==> config.mk <==
export PLATFORM = sky130hd
export DESIGN_NAME = pmc_mode_ctrl
export DESIGN_NICKNAME = d
export VERILOG_FILES = /design/src/rtl/pmc_pkg.sv /design/src/rtl/pmc_event_arb.sv /design/src/rtl/pmc_saved_bank.sv /design/src/rtl/pmc_mode_ctrl.sv
export SDC_FILE = /design/constraint.sdc
export NUM_CORES = 1
export LEC_CHECK = 0
export BUFFER_PORTS_ARGS = -buffer_cell sky130_fd_sc_hd__buf_2
export CAP_MARGIN = 40
export CORE_ASPECT_RATIO = 1.1
export CORE_MARGIN = 5
export CORE_UTILIZATION = 49
export DETAILED_ROUTE_END_ITERATION = 6
export MAX_ROUTING_LAYER = met4
export PLACE_DENSITY = 0.72
export REMOVE_ABC_BUFFERS = 1
export SYNTH_ARGS = -nofsm -noshare
export SYNTH_HDL_FRONTEND = slang
export SYNTH_SLANG_ARGS = --single-unit
==> constraint.sdc <==
create_clock -name clk -period 2.1 [get_ports clk]
set_clock_uncertainty 0.1 [all_clocks]
set_input_delay 0.21 -clock clk [delete_from_list [all_inputs] [get_ports clk]]
set_output_delay 0.21 -clock clk [all_outputs]
set_load 0.03 [all_outputs]
==> src/rtl/pmc_pkg.sv <==
package pmc_pkg;
    localparam int MODE_W   = 3;
    localparam int STATUS_W = MODE_W + 2;
    localparam int EXC_LO   = 1;
    localparam int EXC_HI   = 5;

    typedef enum logic [MODE_W-1:0] {
        MODE_USER   = 3'd0,
        MODE_FAST   = 3'd1,
        MODE_NORM   = 3'd2,
        MODE_SUPER  = 3'd3,
        MODE_ABORT  = 3'd4,
        MODE_UNDEF  = 3'd5,
        MODE_SYSTEM = 3'd6
    } mode_e;

    typedef struct packed {
        logic  fast_mask;
        logic  norm_mask;
        mode_e mode;
    } status_t;

    function automatic logic mode_valid(logic [MODE_W-1:0] m);
        return m != 3'd7;
    endfunction

    function automatic logic is_exc(mode_e m);
        return (m != MODE_USER) && (m != MODE_SYSTEM);
    endfunction

    function automatic logic [MODE_W-1:0] bank_of(mode_e m);
        return (m == MODE_SYSTEM) ? 3'd0 : m;
    endfunction
endpackage

==> src/rtl/pmc_event_arb.sv <==
module pmc_event_arb
    import pmc_pkg::*;
(
    input  logic    fiq_req,
    input  logic    irq_req,
    input  logic    swi_req,
    input  logic    abort_req,
    input  logic    undef_req,
    input  status_t st,
    output logic    take,
    output mode_e   target
);
    always_comb begin
        take   = 1'b1;
        target = MODE_USER;
        if (abort_req)                     target = MODE_ABORT;
        else if (fiq_req && !st.fast_mask) target = MODE_FAST;
        else if (irq_req && !st.norm_mask) target = MODE_NORM;
        else if (undef_req)                target = MODE_UNDEF;
        else if (swi_req)                  target = MODE_SUPER;
        else                               take   = 1'b0;
    end
endmodule

==> src/rtl/pmc_saved_bank.sv <==
module pmc_saved_bank
    import pmc_pkg::*;
(
    input  logic    clk,
    input  logic    rst,
    input  logic    save_en,
    input  mode_e   save_mode,
    input  status_t save_val,
    input  mode_e   rd_mode,
    output status_t rd_val
);
    status_t slot_q [EXC_LO:EXC_HI];

    for (genvar i = EXC_LO; i <= EXC_HI; i++) begin : g_slot
        always_ff @(posedge clk) begin
            if (rst)
                slot_q[i] <= '0;
            else if (save_en && save_mode == mode_e'(i))
                slot_q[i] <= save_val;
        end
    end

    always_comb begin
        rd_val = '0;
        for (int i = EXC_LO; i <= EXC_HI; i++)
            if (rd_mode == mode_e'(i)) rd_val = slot_q[i];
    end
endmodule

==> src/rtl/pmc_mode_ctrl.sv <==
module pmc_mode_ctrl
    import pmc_pkg::*;
(
    input  logic                clk,
    input  logic                rst,
    input  logic                fiq_req,
    input  logic                irq_req,
    input  logic                swi_req,
    input  logic                abort_req,
    input  logic                undef_req,
    input  logic                wr_en,
    input  logic [STATUS_W-1:0] wr_status,
    input  logic                eret,
    output logic [MODE_W-1:0]   cur_mode,
    output logic                fast_mask,
    output logic                norm_mask,
    output logic                privileged,
    output logic [MODE_W-1:0]   bank_sel
);
    status_t st_q;
    status_t saved_rd;
    status_t wr_val;
    logic    take;
    mode_e   target;

    assign wr_val = status_t'(wr_status);

    pmc_event_arb u_arb (
        .fiq_req(fiq_req), .irq_req(irq_req), .swi_req(swi_req),
        .abort_req(abort_req), .undef_req(undef_req),
        .st(st_q), .take(take), .target(target)
    );

    pmc_saved_bank u_bank (
        .clk(clk), .rst(rst), .save_en(take), .save_mode(target),
        .save_val(st_q), .rd_mode(st_q.mode), .rd_val(saved_rd)
    );

    always_ff @(posedge clk) begin
        if (rst) begin
            st_q.fast_mask <= 1'b1;
            st_q.norm_mask <= 1'b1;
            st_q.mode      <= MODE_SUPER;
        end else if (take) begin
            st_q.mode      <= target;
            st_q.norm_mask <= 1'b1;
            if (target == MODE_FAST) st_q.fast_mask <= 1'b1;
        end else if (eret && is_exc(st_q.mode)) begin
            st_q <= saved_rd;
        end else if (wr_en && st_q.mode != MODE_USER && mode_valid(wr_status[MODE_W-1:0])) begin
            st_q <= wr_val;
        end
    end

    assign cur_mode   = st_q.mode;
    assign fast_mask  = st_q.fast_mask;
    assign norm_mask  = st_q.norm_mask;
    assign privileged = st_q.mode != MODE_USER;
    assign bank_sel   = bank_of(st_q.mode);
endmodule

# Word level (Yosys, flattened, before mapping)

Memories as Yosys holds them, arrays and structs flattened.
Index checks and enable logic that the tools add are counted.

Memories: 1
Flip-flop bits (word level): 5
Bits of input ports: 14
Output and inout port bits: 9
Word-level logic and storage cells: 83
Bits in writable memories: 25

Memories:

| name          | depth | bits a word | rd ports | clocked after Yosys merged registers in | wr ports | line                 | source |
|---|---|---|---|---|---|---|---|
| u_bank.slot_q | 5     | 5           | 5        | 0                                       | 5        | pmc_saved_bank.sv:12 | `status_t slot_q [EXC_LO:EXC_HI];` |

Bitwise gates (word level): 5
Multiplexer cells: 42
Reductions and logical operators: 18
Equality and inequality tests: 14

Operators by type and width:

| kind                                           | number |
|---|---|
| two-way mux 5 bit                              | 13 |
| two-way mux 1 bit                              | 23 |
| == test 3 bit (second input constant)          | 5 |
| two-way mux 3 bit                              | 5 |
| == test 3 x 2 -> 1 bit (second input constant) | 4 |
| logical AND 1 bit                              | 11 |
| == test 3 x 1 -> 1 bit (second input constant) | 2 |
| inequality test 3 bit (second input constant)  | 2 |
| nonzero test 3 bit                             | 2 |
| OR 1 bit                                       | 5 |
| zero test 1 bit                                | 2 |
| two-way mux 2 bit                              | 1 |
| inequality test 2 bit (second input constant)  | 1 |
| AND reduction 2 bit                            | 1 |
| nonzero test 2 bit                             | 1 |
| OR reduction 2 bit                             | 1 |

# Longest topological paths before layout

Word-level depth: 11
Gate-level depth with buffers: 7
Gate-level depth less buffers: 5

# Cells and area by module

Synthesis repeated with hierarchy kept, for this count alone.

Cells, all modules: 150
Area, all modules: 1714.1 sq um

By module, submodules not included:

| module         | cells an instance | sequential area each (sq um) | instances | area each (sq um) |
|---|---|---|---|---|
| pmc_saved_bank | 94                | 750.7                        | 1         | 1239.9 |
| pmc_mode_ctrl  | 45                | 100.1                        | 1         | 390.4 |
| pmc_event_arb  | 11                | 0.0                          | 1         | 83.8 |

# Worst setup path after synthesis

Ideal clock, no wire load.

Path kind: register -> register
Start: register norm_mask (netlist name)
End: register u_bank.slot_q[0][25] (netlist name)
Cell stages (with the launch flop): 5
Data arrival time: 1.287 ns
Setup slack: 0.396 ns
Path through: dfxtp_1 -> nor2b_1 -> nor3_1 -> nand2_1 -> nand2b_1

# Worst setup path after layout

Start: register st_q (netlist bit cur_mode[2])
End: output bank_sel[2]

Word-level cells in the longest chain between the ends: 2

RTL lines:

| what                     | line                | source |
|---|---|---|
| start: declaration       | pmc_mode_ctrl.sv:20 | `status_t st_q;` |
| start signal: assignment | pmc_mode_ctrl.sv:49 | `st_q <= saved_rd;` |
| start signal: assignment | pmc_mode_ctrl.sv:51 | `st_q <= wr_val;` |
| == test 3 bit            | pmc_pkg.sv:32       | `return (m == MODE_SYSTEM) ? 3'd0 : m;` |
| two-way mux 3 bit *      | pmc_pkg.sv:32       |  |
| end: declaration         | pmc_mode_ctrl.sv:18 | `output logic [MODE_W-1:0] bank_sel` |

Mark *: on every way between the ends. The rest lies on a longest branch, timed or not.

==> results.yml <==
setup_path:
  critPathKind: "reg2out"
  cp_num_cells: 4
  max_stage_delay_ps: 530
  path_cells: "buf_4, inv_1, nor2_1, buf_2"
  reg2reg_depth: 6
  slowest_stage: "dfxtp_1"
  critPathCaptureType: "primary output"
  cp_num_buf_inv: 3
  crit_path_start_kind: "flip-flop"
  worstPathMaxFanout: 12
  required_ps: 1790
  arrival_ps: 1570
  critical_path.top_delay_family: "buffers and inverters"
placed_design:
  place.gp.congestion: 0.910
  postPlaceCellArea_um2: 1820
  portBuffers: 22
  dp_hpwl_um: 3010
clocking:
  postCtsSetupBuffers: 0
  ctsHtreeMaxLevel: 2
  clkSinkCount: 30
  cts_resized: 0
  cts_hold_buf: 0
  clock_path_buffers: 2
  insertion_delay_ps: 320
  cts_buffers: 5
  cts_tree: "yes"
  path_clk_slew_ps: 80
  cts-root-buf: "clkbuf_4"
pwr:
  leakage_nw: 0.734
  power_density_nw_per_um2: 746
  vdd_drop_max_mv: 0.461
timing:
  worst_pin_slew_ps: 677
  relSlewSlack: 0.547
  max_freq_ghz: 0.533
  min_period_ps: 1880
  drv_slew: 0
  hold_violations: 0
  setup_viol: 0
  hold_ws_ps: 117
  grt_setup_unrepaired: "false"
  fin_crit_sh: 0.894
route:
  first_pass_iters: 4
  wl_um: 4020
  vias: 1383
  wl_per_cell_um: 16.6
  drc_errors: 0
  drt_iter0_markers: 162
  final_antenna_net_count: 0
  viasPerCell: 5.69
synthesis:
  syn_inst: 170
  synth-edff-count: 25
  yosys_warnings: 0
  synth.avg_cell_area_um2: 9.94
  ys.flop_type: "edfxtp_1"
  synthArstFlopShare: 0
  synth_seq_cells: 30
  syn_area_um2: 1690
  yosysUniqueCellTypes: 39
  synth_seq_area_share: 0.503
cells_and_area:
  n_antenna_cell: 0
  syn2layout_area_growth_pct: 12.1
  fin_util: 0.569
  layout-drive-gt1-share: 0.195
  fin_nets: 208
  final_area_um2: 1890
worst_hold_path:
  min_path_type: "in2reg"
  min_path_cells: 3
grt:
  grt_pass1_wl_um: 6580
  grt_start_max_net_pins: 15
  antenna_found_initial: 0
  grt_pass1_vias: 1373
  overflow: 0
  grt_usage: 0.191
floorplan:
  fp.dieH_um: 71.6
  die_w_um: 66
  pin_count: 23
  start_util: 0.508
  fp-row-count: 22
  coreArea_um2: 3330
  dieArea_um2: 4730
flow_run:
  maxCapViolations: 0
run_status:
  status: "completed"
## cell families (layout without fill, tap and decap cells)
| logic type | Yosys count | in the layout | synth area share |
|---|---|---|---|
| DFF | 30 | 30 | 0.503 |
| muxes | 5 | 5 | 0.0303 |
| and+or+nand+nor | 73 | 73 | 0.220 |
| buffers and inverters | 16 | 40 | 0.0555 |
| AOI/OAI and AO/OA | 45 | 45 | 0.189 |
| other | 1 | 2 | 0.00222 |
## Yosys cell counts, types with 2 or more instances
library cell / instances / area (um2)
mux2i_1: 4 / 40.0
nand2b_1: 6 / 37.5
edfxtp_1: 25 / 751
inv_1: 6 / 22.5
buf_6: 4 / 45.0
a31oi_2: 2 / 25.0
a31oi_1: 3 / 18.8
dfxtp_1: 5 / 100
o21ai_0: 7 / 35.0
nor3_1: 13 / 65.1
and2_1: 14 / 87.6
and3_1: 2 / 12.5
o21a_1: 2 / 15.0
o22ai_1: 4 / 25.0
nor2b_1: 4 / 25.0
a21oi_1: 12 / 60.1
o21bai_1: 3 / 22.5
clkbuf_1: 4 / 15.0
nand2_1: 9 / 33.8
o21ai_1: 2 / 10.0
nand3_1: 4 / 20.0
nor2_1: 18 / 67.6
## state kept, by name, indices dropped and copies added (netlist names)
register / cells
u_bank.slot_q: 25
cur_mode: 3
fast_mask: 1
norm_mask: 1
## tightest hold or removal path, cell delays in order
cell and delay [ps]:
buf_2 80, a32oi_1 80, o21ai_1 130
## final timing paths
check | startpoint | to | slack (ps)
setup / recovery | cur_mode[2] | bank_sel[2] | 220
hold / removal | wr_status[4] | fast_mask | 120
setup reg to reg | cur_mode[2] | cur_mode[0] | 250
hold reg to reg | norm_mask | norm_mask | 520
## layout by cell type, fill, tap and decap left out, drive strengths merged, types with 2 or more instances in the layout
cell type | netlist | layout
edfxtp | 25 | 25
buf | 5 | 25
nor2 | 18 | 18
and2 | 14 | 14
nor3 | 13 | 13
a21oi | 12 | 12
nand2 | 9 | 9
o21ai | 9 | 9
inv | 7 | 7
clkbuf | 4 | 7
nand2b | 6 | 6
dfxtp | 5 | 5
a31oi | 5 | 5
nor2b | 4 | 4
nand3 | 4 | 4
mux2i | 4 | 4
o22ai | 4 | 4
o21bai | 3 | 3
and3 | 2 | 2
o21a | 2 | 2
conb | 1 | 2
o32ai | 2 | 2
## power breakdown
group	leakage [nW]	switching [mW]	internal [mW]	total, mW
Clock	0.0395	0.187	0.252	0.439
Sequential	0.304	0.0317	0.682	0.714
Combinational	0.391	0.167	0.0917	0.259
Total	0.734	0.386	1.03	1.41
## metal layers
layer	GRT usage	up-vias	routed length (um)
met4	0.0858	0	121
met5	-	-	0
met2	0.292	70	1890
met1	0.233	638	1680
met3	0.0564	11	334
li1	-	664	-
## metrics by stage
stage	setup TNS, ps	std cells	total power, mW	setup WS (ps)
after floorplan	-101	162	0.889	-92.5
after global placement	0	235	0.975	294
after detailed placement	0	235	0.981	276
after CTS	0	243	1.42	219
after global routing	0	243	1.47	115
final	0	243	1.41	223
## final cells by class
type / instances / area, um2
fillers: 302 / 1440
flip-flops and latches: 30 / 851
multi-input cells: 125 / 749
repair buffers: 25 / 133
well taps: 48 / 60.1
clock buffers: 7 / 45.0
clock inverters: 1 / 30.0
inverters: 7 / 26.3
Power figures use the tool's default switching activity.
